$ cat src/rtl/fps_pkg.sv
package fps_pkg;

  typedef enum logic [2:0] {
    ST_IDLE,
    ST_FETCH,
    ST_CMD,
    ST_POLL_RD,
    ST_POLL_WT,
    ST_VER_RD,
    ST_VER_WT
  } fps_state_e;

  localparam logic [7:0]  KEY_FIRST  = 8'hAA;
  localparam logic [7:0]  KEY_SECOND = 8'h55;
  localparam logic [7:0]  KEY_PROG   = 8'hA0;
  localparam logic [11:0] KEY_ADR_HI = 12'h555;
  localparam logic [11:0] KEY_ADR_LO = 12'h2AA;

  // index of the write step that carries the payload word
  function automatic logic [1:0] payload_step(input logic bypass);
    return bypass ? 2'd1 : 2'd3;
  endfunction

  // status bit 7 mirrors the payload once the device has finished
  function automatic logic status_settled(input logic [7:0] status, input logic [7:0] want);
    return status[7] == want[7];
  endfunction

endpackage

$ cat src/rtl/fps_cmd_gen.sv
module fps_cmd_gen #(
  parameter int AW = 12,
  parameter int DW = 16
) (
  input  logic          bypass_i,
  input  logic [1:0]    step_i,
  input  logic [AW-1:0] tgt_addr_i,
  input  logic [DW-1:0] tgt_data_i,
  output logic [AW-1:0] addr_o,
  output logic [DW-1:0] data_o,
  output logic          last_o
);
  import fps_pkg::*;

  assign last_o = (step_i == payload_step(bypass_i));

  always_comb begin
    addr_o = tgt_addr_i;
    data_o = tgt_data_i;
    if (bypass_i) begin
      if (step_i == 2'd0) data_o = DW'(KEY_PROG);
    end else begin
      unique case (step_i)
        2'd0: begin addr_o = AW'(KEY_ADR_HI); data_o = DW'(KEY_FIRST);  end
        2'd1: begin addr_o = AW'(KEY_ADR_LO); data_o = DW'(KEY_SECOND); end
        2'd2: begin addr_o = AW'(KEY_ADR_HI); data_o = DW'(KEY_PROG);   end
        default: ;
      endcase
    end
  end

endmodule

$ cat src/rtl/fps_poll_unit.sv
module fps_poll_unit #(
  parameter int DW         = 16,
  parameter int POLL_LIMIT = 64
) (
  input  logic          clk,
  input  logic          rst_n,
  input  logic          clr_i,
  input  logic          smp_i,
  input  logic [DW-1:0] rdata_i,
  input  logic [DW-1:0] want_i,
  output logic          hit_o,
  output logic          expire_o
);
  import fps_pkg::*;

  localparam int CW = $clog2(POLL_LIMIT + 1);

  logic [CW-1:0] cnt_q;

  assign hit_o    = smp_i && status_settled(rdata_i[7:0], want_i[7:0]);
  assign expire_o = smp_i && !hit_o && (cnt_q == CW'(POLL_LIMIT - 1));

  always_ff @(posedge clk or negedge rst_n) begin
    if (!rst_n)              cnt_q <= '0;
    else if (clr_i)          cnt_q <= '0;
    else if (smp_i && !hit_o) cnt_q <= cnt_q + 1'b1;
  end

  p_poll_bound_r7: assert property (@(posedge clk) disable iff (!rst_n)
    smp_i |-> (cnt_q < CW'(POLL_LIMIT)));

endmodule

$ cat src/rtl/fps_addr_walk.sv
module fps_addr_walk #(
  parameter int AW = 12
) (
  input  logic          clk,
  input  logic          rst_n,
  input  logic          load_i,
  input  logic [AW-1:0] base_i,
  input  logic [AW-1:0] len_i,
  input  logic          adv_i,
  output logic [AW-1:0] cur_addr_o,
  output logic          last_o
);
  logic [AW-1:0] base_q, len_q, off_q;

  assign cur_addr_o = base_q + off_q;
  assign last_o     = (off_q + 1'b1) == len_q;

  always_ff @(posedge clk or negedge rst_n) begin
    if (!rst_n) begin
      base_q <= '0;
      len_q  <= '0;
      off_q  <= '0;
    end else if (load_i) begin
      base_q <= base_i;
      len_q  <= len_i;
      off_q  <= '0;
    end else if (adv_i) begin
      off_q  <= off_q + 1'b1;
    end
  end

  p_len_hold_r8: assert property (@(posedge clk) disable iff (!rst_n)
    !load_i |=> $stable(len_q));

  p_off_in_run_r5: assert property (@(posedge clk) disable iff (!rst_n)
    (len_q != '0) |-> (off_q < len_q));

endmodule

$ cat src/rtl/flash_prog_seq.sv
module flash_prog_seq #(
  parameter int AW         = 12,
  parameter int DW         = 16,
  parameter int POLL_LIMIT = 64
) (
  input  logic          clk,
  input  logic          rst_n,
  input  logic          start_i,
  input  logic [AW-1:0] base_i,
  input  logic [AW-1:0] len_i,
  input  logic          bypass_i,
  output logic [AW-1:0] src_addr_o,
  input  logic [DW-1:0] src_data_i,
  output logic [AW-1:0] fl_addr_o,
  output logic [DW-1:0] fl_wdata_o,
  input  logic [DW-1:0] fl_rdata_i,
  output logic          fl_we_o,
  output logic          fl_re_o,
  output logic          busy_o,
  output logic          done_o,
  output logic          err_o,
  output logic [AW-1:0] err_addr_o,
  output logic          err_timeout_o
);
  import fps_pkg::*;

  fps_state_e    state_q;
  logic [1:0]    step_q;
  logic          byp_q;
  logic [DW-1:0] word_q;
  logic          done_q, err_q, err_to_q;
  logic [AW-1:0] err_addr_q;

  // named events for the checks
  logic          accept_ev, empty_ev, poll_clr_ev, poll_smp_ev, verify_ok_ev, verify_bad_ev;
  logic          poll_hit, poll_expire;
  logic          walk_last;
  logic [AW-1:0] cur_addr;
  logic [AW-1:0] gen_addr;
  logic [DW-1:0] gen_data;
  logic          gen_last;

  assign accept_ev     = (state_q == ST_IDLE) && start_i;
  assign empty_ev      = accept_ev && (len_i == '0);
  assign poll_clr_ev   = (state_q == ST_CMD) && gen_last;
  assign poll_smp_ev   = (state_q == ST_POLL_WT);
  assign verify_ok_ev  = (state_q == ST_VER_WT) && (fl_rdata_i == word_q);
  assign verify_bad_ev = (state_q == ST_VER_WT) && (fl_rdata_i != word_q);

  fps_addr_walk #(.AW(AW)) walk_i (
    .clk        (clk),
    .rst_n      (rst_n),
    .load_i     (accept_ev),
    .base_i     (base_i),
    .len_i      (len_i),
    .adv_i      (verify_ok_ev && !walk_last),
    .cur_addr_o (cur_addr),
    .last_o     (walk_last)
  );

  fps_cmd_gen #(.AW(AW), .DW(DW)) gen_i (
    .bypass_i   (byp_q),
    .step_i     (step_q),
    .tgt_addr_i (cur_addr),
    .tgt_data_i (word_q),
    .addr_o     (gen_addr),
    .data_o     (gen_data),
    .last_o     (gen_last)
  );

  fps_poll_unit #(.DW(DW), .POLL_LIMIT(POLL_LIMIT)) poll_i (
    .clk      (clk),
    .rst_n    (rst_n),
    .clr_i    (poll_clr_ev),
    .smp_i    (poll_smp_ev),
    .rdata_i  (fl_rdata_i),
    .want_i   (word_q),
    .hit_o    (poll_hit),
    .expire_o (poll_expire)
  );

  always_ff @(posedge clk or negedge rst_n) begin
    if (!rst_n) begin
      state_q    <= ST_IDLE;
      step_q     <= '0;
      byp_q      <= 1'b0;
      word_q     <= '0;
      done_q     <= 1'b0;
      err_q      <= 1'b0;
      err_to_q   <= 1'b0;
      err_addr_q <= '0;
    end else begin
      done_q <= 1'b0;
      err_q  <= 1'b0;
      unique case (state_q)
        ST_IDLE: begin
          if (empty_ev) begin
            done_q <= 1'b1;
          end else if (accept_ev) begin
            byp_q   <= bypass_i;
            state_q <= ST_FETCH;
          end
        end
        ST_FETCH: begin
          word_q  <= src_data_i;
          step_q  <= '0;
          state_q <= ST_CMD;
        end
        ST_CMD: begin
          if (gen_last) state_q <= ST_POLL_RD;
          else          step_q  <= step_q + 1'b1;
        end
        ST_POLL_RD: state_q <= ST_POLL_WT;
        ST_POLL_WT: begin
          if (poll_hit) begin
            state_q <= ST_VER_RD;
          end else if (poll_expire) begin
            err_q      <= 1'b1;
            err_to_q   <= 1'b1;
            err_addr_q <= cur_addr;
            state_q    <= ST_IDLE;
          end else begin
            state_q <= ST_POLL_RD;
          end
        end
        ST_VER_RD: state_q <= ST_VER_WT;
        ST_VER_WT: begin
          if (verify_bad_ev) begin
            err_q      <= 1'b1;
            err_to_q   <= 1'b0;
            err_addr_q <= cur_addr;
            state_q    <= ST_IDLE;
          end else if (walk_last) begin
            done_q  <= 1'b1;
            state_q <= ST_IDLE;
          end else begin
            state_q <= ST_FETCH;
          end
        end
        default: state_q <= ST_IDLE;
      endcase
    end
  end

  always_comb begin
    fl_we_o    = (state_q == ST_CMD);
    fl_re_o    = (state_q == ST_POLL_RD) || (state_q == ST_VER_RD);
    fl_addr_o  = fl_we_o ? gen_addr : cur_addr;
    fl_wdata_o = fl_we_o ? gen_data : '0;
  end

  assign src_addr_o    = cur_addr;
  assign busy_o        = (state_q != ST_IDLE);
  assign done_o        = done_q;
  assign err_o         = err_q;
  assign err_addr_o    = err_addr_q;
  assign err_timeout_o = err_to_q;

  p_one_strobe_r11: assert property (@(posedge clk) disable iff (!rst_n)
    !(fl_we_o && fl_re_o));

  p_done_pulse_r5: assert property (@(posedge clk) disable iff (!rst_n)
    done_o |=> !done_o);

  p_err_ends_run_r6: assert property (@(posedge clk) disable iff (!rst_n)
    err_o |-> (!busy_o && !done_o));

  p_verify_follows_poll_r4: assert property (@(posedge clk) disable iff (!rst_n)
    (fl_re_o && $past(poll_hit)) |-> (fl_addr_o == $past(cur_addr)));

endmodule

$ cat config.mk
export PLATFORM = sky130hd
export DESIGN_NAME = flash_prog_seq
export DESIGN_NICKNAME = d
export VERILOG_FILES = /design/src/rtl/fps_pkg.sv /design/src/rtl/fps_cmd_gen.sv /design/src/rtl/fps_poll_unit.sv /design/src/rtl/fps_addr_walk.sv /design/src/rtl/flash_prog_seq.sv
export SDC_FILE = /design/constraint.sdc
export NUM_CORES = 1
export LEC_CHECK = 0
export BUFFER_PORTS_ARGS = -buffer_cell sky130_fd_sc_hd__clkbuf_2
export CAP_MARGIN = 10
export CORE_MARGIN = 2
export CORE_UTILIZATION = 50
export DETAILED_ROUTE_END_ITERATION = 10
export PLACE_DENSITY = 0.75
export SLEW_MARGIN = 20
export SYNTH_ARGS = -nofsm -noshare
export SYNTH_HDL_FRONTEND = slang
export SYNTH_SLANG_ARGS = --single-unit
export TNS_END_PERCENT = 100
$ cat constraint.sdc
create_clock -name clk -period 4.11 [get_ports clk]
set_input_delay 0.6165 -clock clk [delete_from_list [all_inputs] [get_ports clk]]
set_output_delay 0.6165 -clock clk [all_outputs]
set_load 0.02 [all_outputs]
Yosys cells after proc, flatten, opt, wreduce, memory -nomap -nowiden --
Index checks and enable logic that the tools add are counted.
Cells by class: bitwise operators 1, reductions and logical operators 25, add/sub/neg operators 4, equality and inequality tests 21, multiplexer cells 38
Operators with widths (number):
- $mux W12 | 7
- $mux W16 | 3
- $pmux W12 S2 | 2
- $pmux W16 S3 | 1
- $pmux W3 S7 | 1
- $eq A16 B16 Y1 | 1
- $ne A16 B16 Y1 | 1
- $mux W7 | 2
- $add A12 B1 Y12 const B | 1
- $add A12 B12 Y12 | 1
- $eq A12 B12 Y1 | 1
- $logic_not A12 Y1 | 1
- $mux W3 | 4
- $ne A2 B2 Y1 const B | 6
- $mux W1 | 11
- $eq A3 B3 Y1 const B | 3
- $logic_and A1 B1 Y1 | 9
- $reduce_bool A2 Y1 | 4
- $add A7 B1 Y7 const B | 1
- $eq A7 B6 Y1 const B | 1
- $eq A3 B2 Y1 const B | 2
- $mux W2 | 3
- $pmux W1 S2 | 3
- $reduce_and A3 Y1 | 2
- other kinds (17) | 18
Word-level totals: bits of input ports 60, bits in registers 80, word-level logic and storage cells 101, output and inout port bits 58

Longest topological paths before layout --
Gate-level depths: netlist (run 1).
word-level depth 8, gate-level depth with buffers 9

Cells and area by module --
Synthesis (run 1) repeated with hierarchy kept, for this count alone.
Unflattened totals: cell total of the unflattened synthesis 501, area total of the unflattened synthesis 5033.6 µm²
Modules (own cells, without submodules):
- fps_addr_walk | cells an instance 219, area an instance 2283.4 µm², seq. area each 900.9 µm², times used 1
- flash_prog_seq | cells an instance 193, area an instance 2018.2 µm², seq. area each 925.9 µm², times used 1
- fps_poll_unit | cells an instance 39, area an instance 384.1 µm², seq. area each 175.2 µm², times used 1
- fps_cmd_gen | cells an instance 50, area an instance 347.8 µm², seq. area each 0.0 µm², times used 1

Worst setup path after synthesis (run 1) --
OpenSTA, ideal clock, no wires.
path kind register to output, start point register walk_i.off_q[0], end point output fl_addr_o[10], arrival time 2539 ps, setup slack 955 ps, stages on the path, launching flop included 9, data required time 3493 ps, path buffers 0, path through dfrtp_1 > ha_1 > fa_1 > a21o_1 > a21oi_1 > o211a_1 > nor3_1 > or3b_2 > o21a_1
On the way: word-level cells in the longest chain between the ends 4
Ends and longest elaborated chain:
- start, declared | RTL line fps_addr_walk.sv:13 | logic [AW-1:0] base_q, len_q, off_q;
- start signal, assigned | RTL line fps_addr_walk.sv:28 | off_q <= off_q + 1'b1;
- $add A12 B12 Y12 * | RTL line fps_addr_walk.sv:15 | assign cur_addr_o = base_q + off_q;
- net src_addr_o[10] | RTL line flash_prog_seq.sv:12 | output logic [AW-1:0] src_addr_o,
- $pmux W12 S2 | RTL line fps_cmd_gen.sv:23 | unique case (step_i)
- $mux W12 | RTL line fps_cmd_gen.sv:20 | if (bypass_i) begin
- $mux W12 * | RTL line flash_prog_seq.sv:148 | fl_addr_o = fl_we_o ? gen_addr : cur_addr;
- end, declared | RTL line flash_prog_seq.sv:14 | output logic [AW-1:0] fl_addr_o,
Mark *: on every way through the listed nets, which the timed path passes. The rest lies on a longest branch.

Final worst setup path (run 1) --
start point register walk_i.off_q[0], end point output fl_addr_o[10]
On the way: word-level cells in the longest chain between the ends 4
Ends and longest elaborated chain (RTL line):
- $add A12 B12 Y12 * | fps_addr_walk.sv:15
- $pmux W12 S2 | fps_cmd_gen.sv:23
- $mux W12 | fps_cmd_gen.sv:20
- $mux W12 * | flash_prog_seq.sv:148
Mark *: on every way between the ends. The rest lies on a longest branch, timed or not.

==> results of run 1 <==
critical path, delay by kind of cell (launching register included):
kind / cells / cell delay [ns]
AO/OA/AOI/OAI: 4 / 0.89
adder cells (fa/ha/maj): 2 / 0.68
AND/OR/NAND/NOR: 2 / 0.55
flip-flops: 1 / 0.47
buffers and inverters: 1 / 0.15
cells in the final DEF, fill, tap and decap left out, types with 11 or more instances in the layout:
cell type | synthesis | final
nor2_1 | 36 | 36
and2_1 | 14 | 14
inv_1 | 22 | 22
ha_1 | 17 | 17
clkbuf_2 | 0 | 116
nand2_1 | 149 | 149
a21oi_1 | 16 | 16
o21ai_0 | 14 | 14
mux2_2 | 14 | 14
o221ai_1 | 11 | 11
dfrtp_1 | 80 | 80
xnor2_1 | 31 | 31
xor2_1 | 13 | 13
power groups by stage:
| stage | Sequential, mW | Combinational (mW) | Clock (mW) |
|---|---|---|---|
| after floorplan | 1.35 | 1.42 | 0 |
| after global placement | 1.36 | 1.98 | 0 |
| after detailed placement | 1.38 | 2.02 | 0 |
| after CTS | 1.36 | 2.03 | 0.655 |
| after global routing | 1.41 | 2.22 | 0.697 |
| final | 1.37 | 2.03 | 0.646 |
metrics by stage:
step / setup slack, ns / utilization / area, sq um / hold slack (ns) / power, mW
6_report: 0.391 / 0.604 / 5880 / 0.292 / 4.05
3_3_place_gp: 0.876 / 0.581 / 5650 / 0.463 / 3.34
3_5_place_dp: 0.794 / 0.581 / 5650 / 0.467 / 3.40
4_1_cts: 0.386 / 0.603 / 5870 / 0.435 / 4.05
2_1_floorplan: 0.955 / - / 4990 / 0.321 / 2.77
5_1_grt: 0.255 / 0.604 / 5880 / 0.350 / 4.33
how the worst min path moves through the flow:
| stage | from | endpoint | cells after the start |
|---|---|---|---|
| detailed placement | walk_i.base_q[6] | walk_i.base_q[6] | 2 |
| CTS | src_data_i[1] | word_q[1] | 3 |
| global route | rst_n | walk_i.base_q[8] | 1 |
| global placement | walk_i.base_q[4] | walk_i.base_q[4] | 2 |
| finish | rst_n | walk_i.base_q[8] | 1 |
| floorplan | rst_n | byp_q | 0 |
layer usage:
layer	GRT usage	vias to the layer above	wire length, um	share of wire
li1	-	2195	-	-
met1	0.307	2198	5630	0.45
met2	0.391	124	6210	0.49
met3	0.0401	20	506	0.040
met4	0.0946	0	203	0.016
met5	0	-	0	0
flip-flops by register name (all words and copies together) (netlist names):
signal	cells
word_q	16
state_q	3
err_o	1
done_o	1
byp_q	1
walk_i.base_q	12
walk_i.len_q	12
poll_i.cnt_q	7
step_q	2
err_timeout_o	1
err_addr_o	12
walk_i.off_q	12
area by class of cell:
cell class / count / share of cell area
clock inverters: 5 / 0.0136
flip-flops and latches: 80 / 0.340
inverters: 22 / 0.0140
clock buffers: 11 / 0.0240
repair buffers: 122 / 0.107
well taps: 133 / 0.0283
multi-input cells: 448 / 0.473
kinds of logic (layout without fill, tap and decap cells):
group                      after synthesis  after routing  synth area share
muxes                                   18             18            0.0396
buffers and inverters                   50            160            0.0439
DFF                                     80             80             0.401
and+or+nand+nor                        267            267             0.249
adders and majority gates               18             18            0.0467
xor gates and xnor gates                45             45            0.0818
AOI/OAI and AO/OA                      100            100             0.138
==> summary.md, run 1 <==
| Metric | Value |
|---|---|
| Final Slew Violations | `0` |
| Setup-failing EPs final | `0` |
| Layout cell share with drive strength beyond 1 | `0.247` |
| Die height | `104 um` |
| Iteration-0 DRC count of the detailed router | `212` |
| Status | `finished, final reports clean` |
| Startpoint types | `register` |
| Post-layout min period | `3.72 ns` |
| CP cell instances | `ha_1 > fa_1 > a21o_1 > a21oi_1 > o211a_1 > nor3_1 > or3b_2 > o21a_1 > clkbuf_2` |
| Via count | `4537` |
| Register area share after synthesis | `0.401` |
| Flops & latches, synth | `80` |
| Initial antenna violation count | `0` |
| Core box area | `9730 sq um` |
| Leak | `2.98 nW` |
| Hold Crit Class | `primary input to async pin` |
| DRT Wirelength | `12500 um` |
| Synth cell types | `65` |
| Final period utilization | `0.905` |
| Critical Path Sink Type | `output port` |
| Post-synth top flop | `dfrtp_1` |
| Unrepaired setup endpoints after global routing | `no` |
| First-pass GRT wire length | `20800 um` |
| Pwr dens | `688 nW/um^2` |
| Reg2reg end | `err_addr_o[10]` |
| Root Buffer | `clkbuf_8` |
| Number of global-route vias before repair | `4345` |
| Max_slew headroom | `0.497` |
| Ys async rst share | `1.00` |
| Via density | `5.53` |
| Worst-path maximum fanout | `6` |
| Initial core utilization | `0.513` |
| Synthesized area per cell | `8.63 sq um` |
| Pint | `2.22 mW` |
| Crit path launch | `walk_i.off_q[0]` |
| Req. time, crit path | `3.49 ns` |
| Peak VDD IR | `0.000478 V` |
| Total negative slack | `0 ns` |
| Clock buffer depth | `2` |
| Post-synthesis instance total | `578` |
| Clock share of power | `0.160` |
| Sw Pwr | `1.83 mW` |
| Row cnt | `36` |
| Synth warn | `0` |
| CTS H-tree depth | `3` |
| Grt total ovfl | `0` |
| Post-CTS Setup Inserts | `0` |
| Count of antenna-violating nets left after detailed routing | `0` |
| Skew final | `0.00897 ns` |
| Yosys top cell area share | `0.401` |
| Syn Std Cell Area | `4990 sq um` |
| Critical path destination | `fl_addr_o[10]` |
| GRT Util Overall | `0.236` |
| Number of top-level pins | `118` |
| Post-synth EDFFs | `0` |
| Final HPWL DP | `9180 um` |
| Slowest CP cell | `or3b_2` |
| Arrival time worst endpoint | `3.10 ns` |
| Hold buffers post-CTS | `0` |
| Port-buffer cells | `117` |
| Net Sw Frac | `0.452` |
| Max incr delay on CP | `0.48 ns` |
| Mapped Nets | `656` |
| Dpl cells | `805` |
| Most frequent cell after synthesis | `nand2_1` |
| Register-to-register setup slack | `1.33 ns` |
| WS Path Type | `register to output port` |
| FF-to-FF path depth | `8` |
| Clock-pin slew on the worst setup and hold paths | `0.09 ns` |
| CTS tree | `done` |
| PostCTS Resize Cnt | `0` |
| # DRC | `0` |
| Synth-to-Final Area Change | `17.9%` |
| Largest cells by area after synthesis | `dfrtp_1 (40%), nand2_1 (11%), xnor2_1 (5.4%)` |
| Part of the power in combinational logic | `0.502` |
| Fmax | `269 MHz` |
| RR Startpoint | `walk_i.off_q[0]` |
| Post-synth top cells | `nand2_1 (149), dfrtp_1 (80), nor2_1 (36)` |
| CTS buffer count | `9` |
| Max_cap viols | `0` |
| # fillers | `852` |
| Wirelength per Cell | `15.3 um` |
| Multi-input logic area | `2780 sq um` |
| Area leader, netlist | `dfrtp_1` |
| Die W | `104 um` |
| GPL Wtd Cong | `0.919` |
| Storage element area | `2000 sq um` |
| Largest net degree at the start of global routing | `81` |
| DIE AREA | `10800 sq um` |
| # diodes | `0` |
| Drt first pass iters | `4` |
| Clk_lat worst skew | `0.36 ns` |
| Slew @ Worst Pin | `0.753 ns` |
| Non-Filler Instances | `821` |
| Sequential share of power | `0.338` |
| Final Hold Viols | `0` |
| CTS sink count | `80` |
| Final nets | `761` |
Note: power is estimated with default switching activity, not from simulation.
==> run 2: changes to the inputs <==
--- a/config.mk
+++ b/config.mk
@@ -7,12 +7,16 @@
 export LEC_CHECK = 0
 export BUFFER_PORTS_ARGS = -buffer_cell sky130_fd_sc_hd__clkbuf_2
 export CAP_MARGIN = 10
+export CELL_PAD_IN_SITES_DETAIL_PLACEMENT = 0
+export CELL_PAD_IN_SITES_GLOBAL_PLACEMENT = 1
 export CORE_MARGIN = 2
-export CORE_UTILIZATION = 50
+export CORE_UTILIZATION = 45
+export CTS_CLUSTER_SIZE = 30
 export DETAILED_ROUTE_END_ITERATION = 10
-export PLACE_DENSITY = 0.75
+export PLACE_DENSITY_LB_ADDON = 0.1
 export SLEW_MARGIN = 20
 export SYNTH_ARGS = -nofsm -noshare
 export SYNTH_HDL_FRONTEND = slang
+export SYNTH_HIERARCHICAL = 1
 export SYNTH_SLANG_ARGS = --single-unit
 export TNS_END_PERCENT = 100
==> run 2 against run 1 <==
Clock skew up 0.0032 ns. Global-route usage down 2.2 points. Count of clock-buffer cells in the layout up 2. Core utilization down 6.1 points. Sequential share of layout area down 0.24 points. Synthesized area up 0.90%. Die area up 12%. Cell count down 7.8%. Design area up 0.70%. Critical path type unchanged. Critical endpoint is now fl_addr_o[11]. Largest power group unchanged.
==> summary.md, run 2 <==
| Metric | Value |
|---|---|
| Status | `finished, final reports clean (unchanged)` |
| Core box area | `10900 sq um (was 9730 sq um)` |
| DRT Wirelength | `12300 um (was 12500 um)` |
| Clk_lat worst skew | `0.37 ns (was 0.36 ns)` |
| GRT Util Overall | `0.214 (was 0.236)` |
| Initial core utilization | `0.462 (was 0.513)` |
| Peak VDD IR | `0.000351 V (was 0.000478 V)` |
| Sw Pwr | `1.89 mW (was 1.83 mW)` |
| # DRC | `0 (unchanged)` |
| Synth warn | `6 (was 0)` |
| Unrepaired setup endpoints after global routing | `no (unchanged)` |
| First-pass GRT wire length | `19700 um (was 20800 um)` |
| Sequential share of power | `0.333 (was 0.338)` |
| Largest reg by FF count | `word_q (unchanged)` |
| Post-synth EDFFs | `0 (unchanged)` |
| CTS H-tree depth | `3 (unchanged)` |
| Startpoint types | `register (unchanged)` |
| Post-synthesis instance total | `501 (was 578)` |
| Largest net degree at the start of global routing | `81 (unchanged)` |
| Wirelength per Cell | `16.2 um (was 15.3 um)` |
| Part of the power in combinational logic | `0.528 (was 0.502)` |
| # diodes | `0 (unchanged)` |
| Number of top-level pins | `118 (unchanged)` |
| Iteration-0 DRC count of the detailed router | `229 (was 212)` |
| Port-buffer cells | `117 (unchanged)` |
| Synth-to-Final Area Change | `17.6% (was 17.9%)` |
| Die W | `110 um (was 104 um)` |
| PostCTS Resize Cnt | `0 (unchanged)` |
| Number of global-route vias before repair | `3854 (was 4345)` |
| Final Slew Violations | `0 (unchanged)` |
| CTS sink count | `80 (unchanged)` |
| Clock share of power | `0.139 (was 0.160)` |
| Fmax | `283 MHz (was 269 MHz)` |
| Post-synth top cells | `dfrtp_1 (80), nand2_1 (55), mux2_2 (44) (was nand2_1 (149), dfrtp_1 (80), nor2_1 (36))` |
| Total power | `4.34 mW (was 4.05 mW)` |
| Die height | `110 um (was 104 um)` |
| DIE AREA | `12000 sq um (was 10800 sq um)` |
| Final nets | `687 (was 761)` |
| Final HPWL DP | `9140 um (was 9180 um)` |
| Count of antenna-violating nets left after detailed routing | `0 (unchanged)` |
| Pwr dens | `732 nW/um^2 (was 688 nW/um^2)` |
| Worst-path maximum fanout | `11 (was 6)` |
| Flops & latches, synth | `80 (unchanged)` |
| Synthesized area per cell | `10.0 sq um (was 8.63 sq um)` |
| Critical Path Sink Type | `output port (unchanged)` |
| Layout cell share with drive strength beyond 1 | `0.327 (was 0.247)` |
| Row cnt | `38 (was 36)` |
| Total negative slack | `0 ns (unchanged)` |
| Root Buffer | `clkbuf_8 (unchanged)` |
| Synth cell types | `66 (was 65)` |
| Net Sw Frac | `0.436 (was 0.452)` |
| Most frequent cell after synthesis | `dfrtp_1 (was nand2_1)` |
| GPL Wtd Cong | `0.821 (was 0.919)` |
| Post-CTS Setup Inserts | `0 (unchanged)` |
| Final Hold Viols | `0 (unchanged)` |
| Via density | `5.35 (was 5.53)` |
| Max_slew headroom | `0.370 (was 0.497)` |
| Most frequent cells in the layout | `clkbuf_2 (116), dfrtp_1 (80), nand2_1 (55) (was nand2_1 (149), clkbuf_2 (116), dfrtp_1 (80))` |
| Hold buffers post-CTS | `0 (unchanged)` |
| Grt total ovfl | `0 (unchanged)` |
| Arrival time worst endpoint | `2.92 ns (was 3.10 ns)` |
| Area leader, netlist | `dfrtp_1 (unchanged)` |
| Register area share after synthesis | `0.398 (was 0.401)` |
| Syn Std Cell Area | `5030 sq um (was 4990 sq um)` |
| Clock-pin slew on the worst setup and hold paths | `0.08 ns (was 0.09 ns)` |
| Drt first pass iters | `4 (unchanged)` |
| Crit path launch | `walk_i/off_q[3] (was walk_i.off_q[0])` |
| CTS tree | `done (unchanged)` |
| Clock buffer depth | `2 (unchanged)` |
| Via count | `4051 (was 4537)` |
| CTS buffer count | `9 (unchanged)` |
| Max reg flops | `16 (unchanged)` |
| Hold Crit Class | `primary input to async pin (unchanged)` |
| Mapped Nets | `576 (was 656)` |
| Leak | `2.84 nW (was 2.98 nW)` |
| Initial antenna violation count | `0 (unchanged)` |
| RR Startpoint | `walk_i/off_q[3] (was walk_i.off_q[0])` |
| Ys async rst share | `1.00 (unchanged)` |
| Slew @ Worst Pin | `0.944 ns (was 0.753 ns)` |
| Post-layout min period | `3.54 ns (was 3.72 ns)` |
| Post-synth top flop | `dfrtp_1 (unchanged)` |
| Yosys top cell area share | `0.398 (was 0.401)` |
| Skew final | `0.0122 ns (was 0.00897 ns)` |
| Max_cap viols | `0 (unchanged)` |
| WS Path Type | `register to output port (unchanged)` |
| Req. time, crit path | `3.49 ns (about the same)` |
| Setup-failing EPs final | `0 (unchanged)` |
| Pint | `2.44 mW (was 2.22 mW)` |
| Largest cells by area after synthesis | `dfrtp_1 (40%), mux2_2 (9.8%), xnor2_1 (6.1%) (was dfrtp_1 (40%), nand2_1 (11%), xnor2_1 (5.4%))` |
| Final period utilization | `0.860 (was 0.905)` |
| Most common cell after layout, fill and taps aside | `clkbuf_2 (was nand2_1)` |
run 2: changes by cell type after synthesis, moves of 9 or more:
cell      previous run  this run
nor2_1              36        22
and2_1              14        28
mux2_4               0         9
nand2_1            149        55
inv_1               22        12
mux2_2              14        44
o221ai_1            11         0
run 2: final cells by class:
type                            count  area [sq um]
Clock inverter                      3          40.0
Tap cell                          140           175
Sequential cell                    80          2000
Fill cell                        1033          4970
Clock buffer                       13           159
Timing Repair Buffer              123           637
Multi-Input combinational cell    386          2860
Inverter                           12          45.0
run 2: final timing paths:
kind / to / slack (ns) / cells after the start
max in group asynchronous: walk_i/off_q[2] / 3.31 / 1
min in group clk: word_q[2] / 0.48 / 2
hold / removal: poll_i/cnt_q[0] / 0.28 / 1
setup / recovery: fl_addr_o[11] / 0.57 / 10
hold reg to reg: err_addr_o[0] / 0.52 / 1
setup reg to reg: walk_i/off_q[11] / 1.37 / 11
run 2: layer usage:
layer  global-route usage  vias to the layer above  part of all wire
met2                0.343                       91              0.48
met1                0.289                     1948              0.46
met4               0.0832                        0             0.019
met5                    0                        -                 0
li1                     -                     1994                 -
met3               0.0344                       18             0.037
run 2: critical path, cell delays in order, from the launching register on:
cell and delay (ns):
dfrtp_1 0.52, ha_1 0.45, nand3_1 0.13, o2111ai_1 0.32, a31o_1 0.21, a21oi_1 0.08
xnor2_1 0.36, nor2b_1 0.18, nand2_1 0.05, nand2_1 0.09, clkbuf_2 0.16
run 2: through the flow:
step           worst slack [ns]   util  instance area, sq um  hold WS [ns]  instances
2_1_floorplan             0.989      -                  5030         0.321        501
4_1_cts                   0.567  0.544                  5920         0.459        757
6_report                  0.575  0.544                  5920         0.279        757
5_1_grt                   0.346  0.544                  5920         0.344        757
3_3_place_gp               1.02  0.525                  5720         0.492        741
3_5_place_dp              0.979  0.525                  5720         0.500        741
run 2: cells by family (layout without fill, tap and decap cells):
logic type      Yosys count  after routing  synth area share
simple gates            173            173             0.184
compound gates           89             89             0.123
flops                    80             80             0.398
mux                      55             55             0.129
xor+xnor                 53             53            0.0922
buf+inv                  35            151            0.0333
fa+ha+maj                16             16            0.0410
run 2: power by group through the flow:
| stage | registers, mW | logic, mW | clock network, mW |
|---|---|---|---|
| floorplan | 1.38 | 1.72 | 0 |
| global placement | 1.45 | 2.28 | 0 |
| detailed placement | 1.46 | 2.30 | 0 |
| CTS | 1.45 | 2.31 | 0.620 |
| global route | 1.50 | 2.51 | 0.656 |
| finish | 1.44 | 2.29 | 0.602 |
